`src/rtl/plru_pkg.sv`:
```
package plru_pkg;

   // Bit position of tree node (level, pos) in in-order layout for a tree of
   // 'depth' levels: level 0 is the root, pos counts left to right.
   function automatic int node_bit(input int level, input int pos, input int depth);
      return ((2 * pos + 1) << (depth - 1 - level)) - 1;
   endfunction

endpackage

```
`src/rtl/plru_victim_walk.sv`:
```
module plru_victim_walk
   import plru_pkg::*;
#(
   parameter int WAYS = 8,
   localparam int LEVELS = $clog2(WAYS),
   localparam int NODES  = WAYS - 1
) (
   input  logic [NODES-1:0]  flags,
   output logic [LEVELS-1:0] victim
);

   always_comb begin
      int pos;
      pos = 0;
      for (int lvl = 0; lvl < LEVELS; lvl++) begin
         pos = (pos << 1) | int'(flags[node_bit(lvl, pos, LEVELS)]);
      end
      victim = LEVELS'(pos);
   end

endmodule

```
`src/rtl/plru_path_update.sv`:
```
module plru_path_update
   import plru_pkg::*;
#(
   parameter int WAYS = 8,
   localparam int LEVELS = $clog2(WAYS),
   localparam int NODES  = WAYS - 1
) (
   input  logic [NODES-1:0]  cur_flags,
   input  logic [LEVELS-1:0] way,
   output logic [NODES-1:0]  new_flags
);

   always_comb begin
      int pos;
      new_flags = cur_flags;
      for (int lvl = 0; lvl < LEVELS; lvl++) begin
         pos = int'(way) >> (LEVELS - lvl);
         // point away: way bit 1 (went right) -> flag 0 (steer left)
         new_flags[node_bit(lvl, pos, LEVELS)] = ~way[LEVELS-1-lvl];
      end
   end

endmodule

```
`src/rtl/plru_tracker.sv`:
```
module plru_tracker #(
   parameter int WAYS = 8,
   localparam int LEVELS = $clog2(WAYS),
   localparam int NODES  = WAYS - 1
) (
   input  logic              clk,
   input  logic              rst,
   input  logic              acc_valid,
   input  logic [LEVELS-1:0] acc_way,
   output logic [LEVELS-1:0] victim_way
);

   generate
      if (WAYS < 2 || (1 << LEVELS) != WAYS) begin : g_bad_ways
         $error("plru_tracker: WAYS must be a power of two of at least 2");
      end
   endgenerate

   logic [NODES-1:0] flags_q;
   logic [NODES-1:0] flags_next;

   plru_path_update #(.WAYS(WAYS)) u_update (
      .cur_flags (flags_q),
      .way       (acc_way),
      .new_flags (flags_next)
   );

   always_ff @(posedge clk) begin
      if (rst)            flags_q <= '0;
      else if (acc_valid) flags_q <= flags_next;
   end

   plru_victim_walk #(.WAYS(WAYS)) u_walk (
      .flags  (flags_q),
      .victim (victim_way)
   );

   // reset leaves way 0 as the victim
   p_reset_victim_r1: assert property (@(posedge clk)
      rst |=> victim_way == '0);

   // a touched way is never the immediate next victim
   p_touched_not_victim_r5: assert property (@(posedge clk) disable iff (rst)
      acc_valid |=> victim_way != $past(acc_way));

   // idle cycles hold the replacement state
   p_idle_hold_r6: assert property (@(posedge clk) disable iff (rst)
      !acc_valid |=> $stable(flags_q) && $stable(victim_way));

   // an access rewrites no more than one flag per tree level
   p_path_only_r4: assert property (@(posedge clk) disable iff (rst)
      acc_valid |=> $countones(flags_q ^ $past(flags_q)) <= LEVELS);

endmodule

```
`config.mk`:
```
export PLATFORM = sky130hd
export DESIGN_NAME = plru_tracker
export DESIGN_NICKNAME = d
export VERILOG_FILES = /design/src/rtl/plru_pkg.sv /design/src/rtl/plru_victim_walk.sv /design/src/rtl/plru_path_update.sv /design/src/rtl/plru_tracker.sv
export SDC_FILE = /design/constraint.sdc
export NUM_CORES = 1
export LEC_CHECK = 0
export ABC_AREA = 1
export BUFFER_PORTS_ARGS = -buffer_cell sky130_fd_sc_hd__buf_2
export CAP_MARGIN = 20
export CORE_AREA = 10 10 47 49
export DETAILED_ROUTE_END_ITERATION = 8
export DIE_AREA = 0 0 57 59
export PLACE_DENSITY_LB_ADDON = 0.12
export SYNTH_ARGS = -nofsm -noshare
export SYNTH_HDL_FRONTEND = slang
export SYNTH_HIERARCHICAL = 1
export SYNTH_SLANG_ARGS = --single-unit
```
`constraint.sdc`:
```
create_clock -name clk -period 0.94 [get_ports clk]
set_input_delay 0.047 -clock clk [delete_from_list [all_inputs] [get_ports clk]]
set_output_delay 0.047 -clock clk [all_outputs]
set_load 0.01 [all_outputs]
```
==> results of run 1 <==
worst max-delay path, stage by stage (launching register included):
cell	delay [ns]
dfxtp_4	0.38
inv_4	0.04
nand2_4	0.06
nand3_2	0.05
nand2_1	0.05
nand2_1	0.05
buf_2	0.13
area by class of cell:
| type | count | area, sq um | area share |
|---|---|---|---|
| Inverter | 16 | 62.6 | 0.108 |
| Multi-Input combinational cell | 56 | 253 | 0.436 |
| Clock buffer | 4 | 26.3 | 0.0454 |
| Timing Repair Buffer | 11 | 68.8 | 0.119 |
| Sequential cell | 7 | 149 | 0.257 |
| Tap cell | 16 | 20.0 | 0.0346 |
stage by stage:
stage / setup TNS (ns) / cells / setup slack, ns / power (mW)
final: -0.195 / 110 / -0.109 / 0.802
after CTS: -0.221 / 109 / -0.134 / 0.790
after floorplan: 0 / 81 / 0.218 / 0.460
after global placement: 0 / 103 / 0.0624 / 0.504
after global routing: -0.307 / 110 / -0.184 / 0.862
after detailed placement: 0 / 103 / 0.0521 / 0.505
what timing repair did:
action	in CTS	in global routing
cloned	0	0
setup buffers	2	1
pin swaps	0	1
endpoints found under the setup margin	2	2
resized for setup	4	9
power groups by stage:
| stage | registers (mW) | logic (mW) | clock network (mW) |
|---|---|---|---|
| finish | 0.340 | 0.189 | 0.273 |
| floorplan | 0.339 | 0.121 | 0 |
| global route | 0.342 | 0.223 | 0.297 |
| global placement | 0.345 | 0.159 | 0 |
| detailed placement | 0.345 | 0.160 | 0 |
| CTS | 0.337 | 0.171 | 0.282 |
logic make-up after synthesis:
group / synth area share
compound gates: 0.0661
buf+inv: 0.174
simple gates: 0.452
flops: 0.309
metal layers:
metal | GRT usage | up-vias | part of all wire
met5 | 0 | - | 0
met4 | 0.0403 | 0 | 0.013
met3 | 0.0300 | 2 | 0.043
met2 | 0.107 | 4 | 0.48
met1 | 0.0665 | 196 | 0.46
li1 | - | 266 | -
synth_stat cells (all sizes together):
cell | number | share of area
nor2 | 14 | 0.12
o21ai | 3 | 0.033
dfxtp | 7 | 0.31
o21a | 2 | 0.033
nand3 | 5 | 0.055
nand2 | 31 | 0.27
and2 | 1 | 0.014
inv | 14 | 0.12
clkinv | 2 | 0.017
buf | 2 | 0.041
worst min path at each step:
stage | start | endpoint | slack (ns) | cells after the start
3_5_place_dp | acc_way[0] | flags_q[6] | 0.41 | 6
3_3_place_gp | acc_way[0] | flags_q[6] | 0.41 | 6
2_1_floorplan | acc_valid | flags_q[0] | 0.20 | 3
6_report | rst | flags_q[1] | 0.14 | 4
4_1_cts | acc_way[0] | flags_q[6] | 0.15 | 6
5_1_grt | rst | flags_q[1] | 0.18 | 4
==> qor.yml, run 1 <==
nNetsFinal: 101
detailed_place_hpwl_um: 741
top_regs: "flags_q (7)"
gr-total-overflow: 0
via_count: 468
cts_tree: "done"
setup_viol: 2
r2r_end: "flags_q[1]"
outcome: "finished with violations"
ys_warn_count: 6
endpoint: "victim_way[0]"
routed_via_density: 4.25
grt_pass1_vias: 411
hold_viol: 0
crit_type: "flip-flop to primary output"
syn_avg_cell_area_sq_um: 5.61
end_kind: "primary output"
rows: 14
n_fill_cell: 166
tightest_slew_ns: 0.243
regMostFlops: "flags_q"
synth-seq-cells: 7
core_area_sq_um: 1400
cp_max_fo: 4
utilization: 0.413
cts_max_path_buffers: 2
yosysSeqAreaShare: 0.309
cts_sinks: 7
drtAntennaViolNets: 0
p_int_uw: 565
drive_gt1_frac: 0.298
final.setup.worst_slack_ns: -0.109
relSlewSlack: 0.838
die_h_um: 59
fin_crit_sh: 1.12
power.leakage_nw: 0.320
drv_cap: 0
p_switching_uw: 236
postPlaceCellArea_sq_um: 495
fp.dieW_um: 57
start_util: 0.324
r2r_cells: 7
slew_violations: 0
clock_skew_ns: 0
grt_max_degree: 15
drc: 0
clock_latency_ns: 0.24
dieArea_sq_um: 3360
rsz0062_at_grt: "true"
place_congestion: 0.728
worstSetupStartpoint: "flags_q[3]"
synth.distinct_cells: 14
postCtsHoldBufs: 0
power_frac_comb: 0.236
gr-usage-all-layers: 0.0652
wl_per_cell_um: 9.25
clock.fmax_ghz: 0.954
r2r_slack_ns: 0.08
port_buffers: 8
power_frac_seq: 0.424
ir_worst_vdd_uv: 769
detail_route.first_pass.iterations: 4
swShare: 0.295
final_area_sq_um: 579
reg2reg_from: "flags_q[1]"
min_period_ns: 1.05
violations: "negative setup slack"
antenna_found_initial: 0
holdWs_ns: 0.143
pin_count: 9
critical_path_required_ns: 0.89
min-delay-path-class: "primary input to flip-flop"
synthCells: 81
drt_wl_total_um: 1020
numCtsBuffers: 3
power_density_nw_per_um2: 1380
cts_root_buffer: "clkbuf_4"
synth_fp_nets: 87
drtIter0Drc: 4
syn2layout_area_growth_pct: 27.5
startpoint_type: "flip-flop"
h-tree-depth: 1
clk_transition_reported_paths_ns: 0.05
antennaDiodeCount: 0
cp.arrival_ns: 1.00
largest_register_ffs: 7
final_cell_mix: "28 x nand2_1, 14 x nor2_1, 10 x inv_1"
syn-cell-area_sq_um: 454
clockPowerShare: 0.341
grt_pass1_wl_um: 1740
final_common_cell: "nand2_1"
Note: power is estimated with default switching activity, not from simulation.
==> run 2: changes to the inputs <==
--- a/config.mk
+++ b/config.mk
@@ -6,11 +6,12 @@
 export NUM_CORES = 1
 export LEC_CHECK = 0
 export ABC_AREA = 1
-export BUFFER_PORTS_ARGS = -buffer_cell sky130_fd_sc_hd__buf_2
 export CAP_MARGIN = 20
 export CORE_AREA = 10 10 47 49
 export DETAILED_ROUTE_END_ITERATION = 8
 export DIE_AREA = 0 0 57 59
+export DONT_BUFFER_PORTS = 1
+export GPL_TIMING_DRIVEN = 0
 export PLACE_DENSITY_LB_ADDON = 0.12
 export SYNTH_ARGS = -nofsm -noshare
 export SYNTH_HDL_FRONTEND = slang
==> run 2 against run 1 <==
The run still ends with negative setup slack left. Wire length is 1.3% higher. Via count fell by 5.6%. Critical path depth shrank 1. First-iteration DRC count rose to 2.8 times the previous value. Clock power about the same. Register-to-register slack about the same. Sequential share of layout area rose by 0.52 points. Fmax up 7.2%. Global-route usage rose by 0.11 points. Count of clock-buffer cells in the layout unchanged. Clock skew unchanged. Core utilization fell by 1.2 points.
==> qor.yml, run 2 (same netlist as run 1, synthesis figures left out) <==
relSlewSlack: 0.838  # about the same
drc: 0  # unchanged
critical-path-top-delay-family: "flip-flops"  # unchanged
h-tree-depth: 1  # unchanged
fin_crit_sh: 1.04  # was 1.12
fp.dieW_um: 57  # unchanged
nNetsFinal: 96  # was 101
cts_max_path_buffers: 2  # unchanged
power_density_nw_per_um2: 1400  # was 1380 nW/um^2
drtAntennaViolNets: 0  # unchanged
syn2layout_area_growth_pct: 24.0  # was 27.5%
cpMaxStageDelayCell: "dfxtp_2"  # was dfxtp_4
grt_pass1_vias: 409  # was 411
pin_count: 9  # unchanged
gr-usage-all-layers: 0.0664  # was 0.0652
clk_transition_reported_paths_ns: 0.06  # was 0.05 ns
postPlaceCellArea_sq_um: 474  # was 495 sq um
drv_cap: 0  # unchanged
routed_via_density: 4.21  # was 4.25
cp.arrival_ns: 0.93  # was 1.00 ns
clock_latency_ns: 0.24  # about the same
max_stage_delay_ns: 0.36  # was 0.38 ns
core_area_sq_um: 1400  # unchanged
slew_violations: 0  # unchanged
top_regs: "flags_q (7)"  # unchanged
ir_worst_vdd_uv: 594  # was 769 uV
drt_wl_total_um: 1030  # was 1020 um
outcome: "finished with violations"  # unchanged
crit_type: "flip-flop to primary output"  # unchanged
detailed_place_hpwl_um: 738  # was 741 um
wl_per_cell_um: 9.81  # was 9.25 um
drive_gt1_frac: 0.270  # was 0.298
critical_path_required_ns: 0.89  # about the same
utilization: 0.402  # was 0.413
clock.fmax_ghz: 1.02  # was 0.954 GHz
cp_common_cell: "nand2_2"  # was nand2_1
cts_root_buffer: "clkbuf_4"  # unchanged
fin_cells: 105  # was 110
end_kind: "primary output"  # unchanged
antenna_found_initial: 0  # unchanged
final.setup.worst_slack_ns: -0.0377  # was -0.109 ns
cts_sinks: 7  # unchanged
min_period_ns: 0.978  # was 1.05 ns
rows: 14  # unchanged
start_util: 0.324  # unchanged
path_buf_inv: 1  # was 2
cp_cell_sequence: "inv_2 > nand2_2 > nand3_1 > nand2_1 > nand2_2"  # was inv_4 > nand2_4 > nand3_2 > nand2_1 > nand2_1 > buf_2
place_congestion: 0.771  # was 0.728
via_count: 442  # was 468
dieArea_sq_um: 3360  # unchanged
grt_pass1_wl_um: 1700  # was 1740 um
antennaDiodeCount: 0  # unchanged
setup_viol: 2  # unchanged
die_h_um: 59  # unchanged
regMostFlops: "flags_q"  # unchanged
drtIter0Drc: 11  # was 4
rsz0062_at_grt: "true"  # unchanged
final_cell_mix: "25 x nand2_1, 14 x nor2_1, 10 x inv_1"  # was 28 x nand2_1, 14 x nor2_1, 10 x inv_1
numCtsBuffers: 3  # unchanged
violations: "negative setup slack"  # unchanged
largest_register_ffs: 7  # unchanged
clock_skew_ns: 0  # unchanged
gr-total-overflow: 0  # unchanged
dp.cells: 97  # was 103
startpoint_type: "flip-flop"  # unchanged
final_area_sq_um: 563  # was 579 sq um
min-delay-path-class: "primary input to flip-flop"  # unchanged
power.leakage_nw: 0.298  # was 0.320 nW
detail_route.first_pass.iterations: 4  # unchanged
cts_tree: "done"  # unchanged
cp_max_fo: 4  # unchanged
port_buffers: 0  # was 8
final_common_cell: "nand2_1"  # unchanged
grt_max_degree: 11  # was 15
hold_viol: 0  # unchanged
tightest_slew_ns: 0.242  # was 0.243 ns
## run 2: layout make-up
type | instances | area (sq um)
buffer | 2 | 18.8
multi-input combinational | 56 | 254
tap | 16 | 20.0
sequential | 7 | 148
fill | 170 | 838
inverter | 16 | 60.1
timing repair buffer | 4 | 36.3
clock buffer | 4 | 26.3
## run 2: worst register-to-register path: stages, from the launching register on
cell and delay [ns]:
dfxtp_4 0.36, buf_6 0.11, nand2_2 0.06, o21ai_2 0.05, inv_1 0.05, nand2_1 0.04, nand2_1 0.05, nor2_1 0.04
## run 2: worst paths after layout
kind | start | to | slack (ns) | depth (start not counted)
worst min-delay path | acc_way[1] | flags_q[1] | 0.03 | 5
worst min register to register | flags_q[0] | flags_q[0] | 0.49 | 2
worst max register to register | flags_q[1] | flags_q[1] | 0.08 | 7
worst max-delay path | flags_q[3] | victim_way[0] | -0.04 | 5
## run 2: layer usage
metal | wire (um) | GRT usage | part of all wire
met4 | 13 | 0.0403 | 0.013
met3 | 75 | 0.0451 | 0.073
met2 | 476 | 0.0992 | 0.46
met1 | 464 | 0.0672 | 0.45
met5 | 0 | 0 | 0
## run 2: metrics by stage
step           hold WS [ns]  total power, mW  setup WS [ns]  TNS (ns)
3_3_place_gp          0.209            0.482          0.145         0
2_1_floorplan         0.202            0.460          0.218         0
4_1_cts              0.0222            0.800        -0.0493   -0.0578
3_5_place_dp          0.209            0.483          0.134         0
6_report             0.0272            0.785        -0.0377   -0.0471
5_1_grt              0.0490            0.858         -0.101    -0.184
## run 2: where the power goes
part           leakage [nW]  total (mW)  switching (mW)  internal [mW]
clock                0.0150       0.276           0.114          0.162
sequential           0.0596       0.339          0.0196          0.319
combinational         0.223       0.170          0.0932         0.0769
total                 0.298       0.785           0.227          0.559
## run 2: repair_timing
action / 4_1_cts / 5_1_grt
hold buffers: 1 / 0
buffers inserted: 3 / 0
pin swaps: 3 / 4
gates resized for setup: 7 / 7
hold endpoints to repair: 4 / 0
endpoints found under the setup margin: 2 / 3
==> run 3: changes to the inputs <==
--- a/config.mk
+++ b/config.mk
@@ -7,9 +7,9 @@
 export LEC_CHECK = 0
 export ABC_AREA = 1
 export CAP_MARGIN = 20
-export CORE_AREA = 10 10 47 49
+export CORE_AREA = 2 2 39 41
 export DETAILED_ROUTE_END_ITERATION = 8
-export DIE_AREA = 0 0 57 59
+export DIE_AREA = 0 0 41 43
 export DONT_BUFFER_PORTS = 1
 export GPL_TIMING_DRIVEN = 0
 export PLACE_DENSITY_LB_ADDON = 0.12
==> constraint.sdc (replaced) <==
create_clock -name clk -period 0.9 [get_ports clk]
set_input_delay 0.045 -clock clk [delete_from_list [all_inputs] [get_ports clk]]
set_output_delay 0.045 -clock clk [all_outputs]
set_load 0.01 [all_outputs]
==> run 3 against run 2 <==
The flow still finishes with violations (negative setup slack). Critical endpoint unchanged. Cell area down 1.3%. Via count up 2.3%. Sequential share of layout area up 0.80 points. Combinational power up 2%. Critical path depth unchanged. First-iteration DRC count down 9.1%. Largest cell class unchanged. Largest power group unchanged. Global-route usage up 6.9 points. Cell count down 1.9%.
==> qor.yml, run 3 (same netlist as run 1, synthesis figures left out) <==
violations: "negative setup slack"  # unchanged
rsz0062_at_grt: "true"  # unchanged
min_period_ns: 0.984
grt_max_degree: 11  # unchanged
r2r_cells: 6  # was 7
cts_sinks: 7  # unchanged
multi_input_area_sq_um: 260  # was 254 sq um
r2r_end: "flags_q[0]"  # was flags_q[1]
gr-total-overflow: 0  # unchanged
final_common_cell: "nand2_1"  # unchanged
antennaDiodeCount: 0  # unchanged
core_area_sq_um: 1380  # was 1400 sq um
clk_transition_reported_paths_ns: 0.06  # about the same
port_buffers: 0  # unchanged
final.setup.worst_slack_ns: -0.0844  # was -0.0377 ns
detail_route.first_pass.iterations: 4  # unchanged
top_regs: "flags_q (7)"  # unchanged
tightest_slew_ns: 0.235  # was 0.242 ns
power.leakage_nw: 0.291  # was 0.298 nW
n_fill_cell: 168  # was 170
fp.dieW_um: 41  # was 57 um
drtIter0Drc: 10  # was 11
hp-start: "acc_way[2]"  # was acc_way[1]
grt_pass1_vias: 368  # was 409
cp.arrival_ns: 0.94  # was 0.93 ns
final_area_sq_um: 556  # was 563 sq um
cts_tree: "done"  # unchanged
dieArea_sq_um: 1760  # was 3360 sq um
final_cell_mix: "26 x nand2_1, 14 x nor2_1, 9 x inv_1"  # was 25 x nand2_1, 14 x nor2_1, 10 x inv_1
regMostFlops: "flags_q"  # unchanged
largest_register_ffs: 7  # unchanged
outcome: "finished with violations"  # unchanged
drive_gt1_frac: 0.264  # was 0.270
via_count: 452  # was 442
rows: 14  # unchanged
start_util: 0.328  # was 0.324
h-tree-depth: 1  # unchanged
clock.fmax_ghz: 1.02
clock_skew_ns: 0  # unchanged
end_kind: "primary output"  # unchanged
dp_slack_ns: 0.102  # was 0.134 ns
cp_max_fo: 4  # unchanged
crit_type: "flip-flop to primary output"  # unchanged
regArea_sq_um: 150  # was 148 sq um
postPlaceCellArea_sq_um: 474  # unchanged
min_to: "flags_q[3]"  # was flags_q[1]
pin_count: 9  # unchanged
drt_wl_total_um: 966  # was 1030 um
syn2layout_area_growth_pct: 22.3  # was 24.0%
utilization: 0.401  # was 0.402
drc: 0  # unchanged
hold_viol: 0  # unchanged
critical_path_required_ns: 0.85  # was 0.89 ns
detailed_place_hpwl_um: 676  # was 738 um
routed_via_density: 4.39  # was 4.21
nNetsFinal: 94  # was 96
total_power_uw: 818  # was 785 uW
relSlewSlack: 0.843  # was 0.838
r2r_slack_ns: 0.13  # was 0.08 ns
power_density_nw_per_um2: 1470  # was 1400 nW/um^2
hold_depth: 5  # unchanged
reg2reg_from: "flags_q[0]"  # was flags_q[1]
ir_worst_vdd_uv: 548  # was 594 uV
grt_pass1_wl_um: 1570  # was 1700 um
gr-usage-all-layers: 0.136  # was 0.0664
slew_violations: 0  # unchanged
clock_latency_ns: 0.25  # was 0.24 ns
wl_per_cell_um: 9.38  # was 9.81 um
drv_cap: 0  # unchanged
numCtsBuffers: 3  # unchanged
holdWs_ns: 0.0290  # was 0.0272 ns
cts_root_buffer: "clkbuf_4"  # unchanged
cts_max_path_buffers: 2  # unchanged
die_h_um: 43  # was 59 um
min-delay-path-class: "primary input to flip-flop"  # unchanged
startpoint_type: "flip-flop"  # unchanged
fin_crit_sh: 1.09
drtAntennaViolNets: 0  # unchanged
place_congestion: 0.692  # was 0.771
setup_viol: 2  # unchanged
antenna_found_initial: 0  # unchanged
run 3: changes by cell type in the layout (fill, tap and decap cells not counted), sizes merged:
cell / previous run / this run
buf: 5 / 3
run 3: cell type report:
type,count,area share
Timing Repair Buffer,2,0.0315
Multi-Input combinational cell,56,0.468
Clock buffer,4,0.0473
Sequential cell,7,0.270
Inverter,16,0.113
Buffer,2,0.0338
Tap cell,16,0.0360
run 3: worst max path at each step:
stage,startpoint,to,slack [ns],depth (start not counted)
2_1_floorplan,flags_q[3],victim_way[0],0.18,4
3_3_place_gp,flags_q[1],flags_q[1],0.11,6
3_5_place_dp,flags_q[1],flags_q[1],0.10,6
4_1_cts,flags_q[5],victim_way[0],-0.08,5
5_1_grt,flags_q[5],victim_way[0],-0.15,5
6_report,flags_q[5],victim_way[0],-0.08,5
run 3: timing repair:
item                                    4_1_cts  5_1_grt
endpoints found under the setup margin        2        3
setup buffers                                 1        0
hold buffers                                  1        0
gates resized for setup                       5       12
pin swaps                                     0        5
endpoints found under the hold margin         4        0
run 3: layer usage:
layer | routed length [um] | vias up | global-route usage
met1 | 510 | 193 | 0.184
met5 | 0 | - | 0
li1 | - | 250 | -
met2 | 402 | 7 | 0.175
met4 | 9 | 0 | 0.100
met3 | 43 | 2 | 0.0366
run 3: worst max-delay path: stages, from the launching register on:
cell	delay [ns]
dfxtp_2	0.35
inv_2	0.04
nand2_2	0.08
nand3_2	0.08
nand2_2	0.07
nand2_2	0.07
run 3: power breakdown:
part | internal (mW) | switching (mW) | total, mW | leakage (nW)
Clock | 0.169 | 0.119 | 0.288 | 0.0150
Sequential | 0.332 | 0.0240 | 0.356 | 0.0599
Combinational | 0.0775 | 0.0966 | 0.174 | 0.216
run 3: through the flow:
step,std cells,TNS [ns]
3_5_place_dp,97,0
3_3_place_gp,97,0
4_1_cts,103,-0.135
6_report,103,-0.111
5_1_grt,103,-0.208
2_1_floorplan,81,0
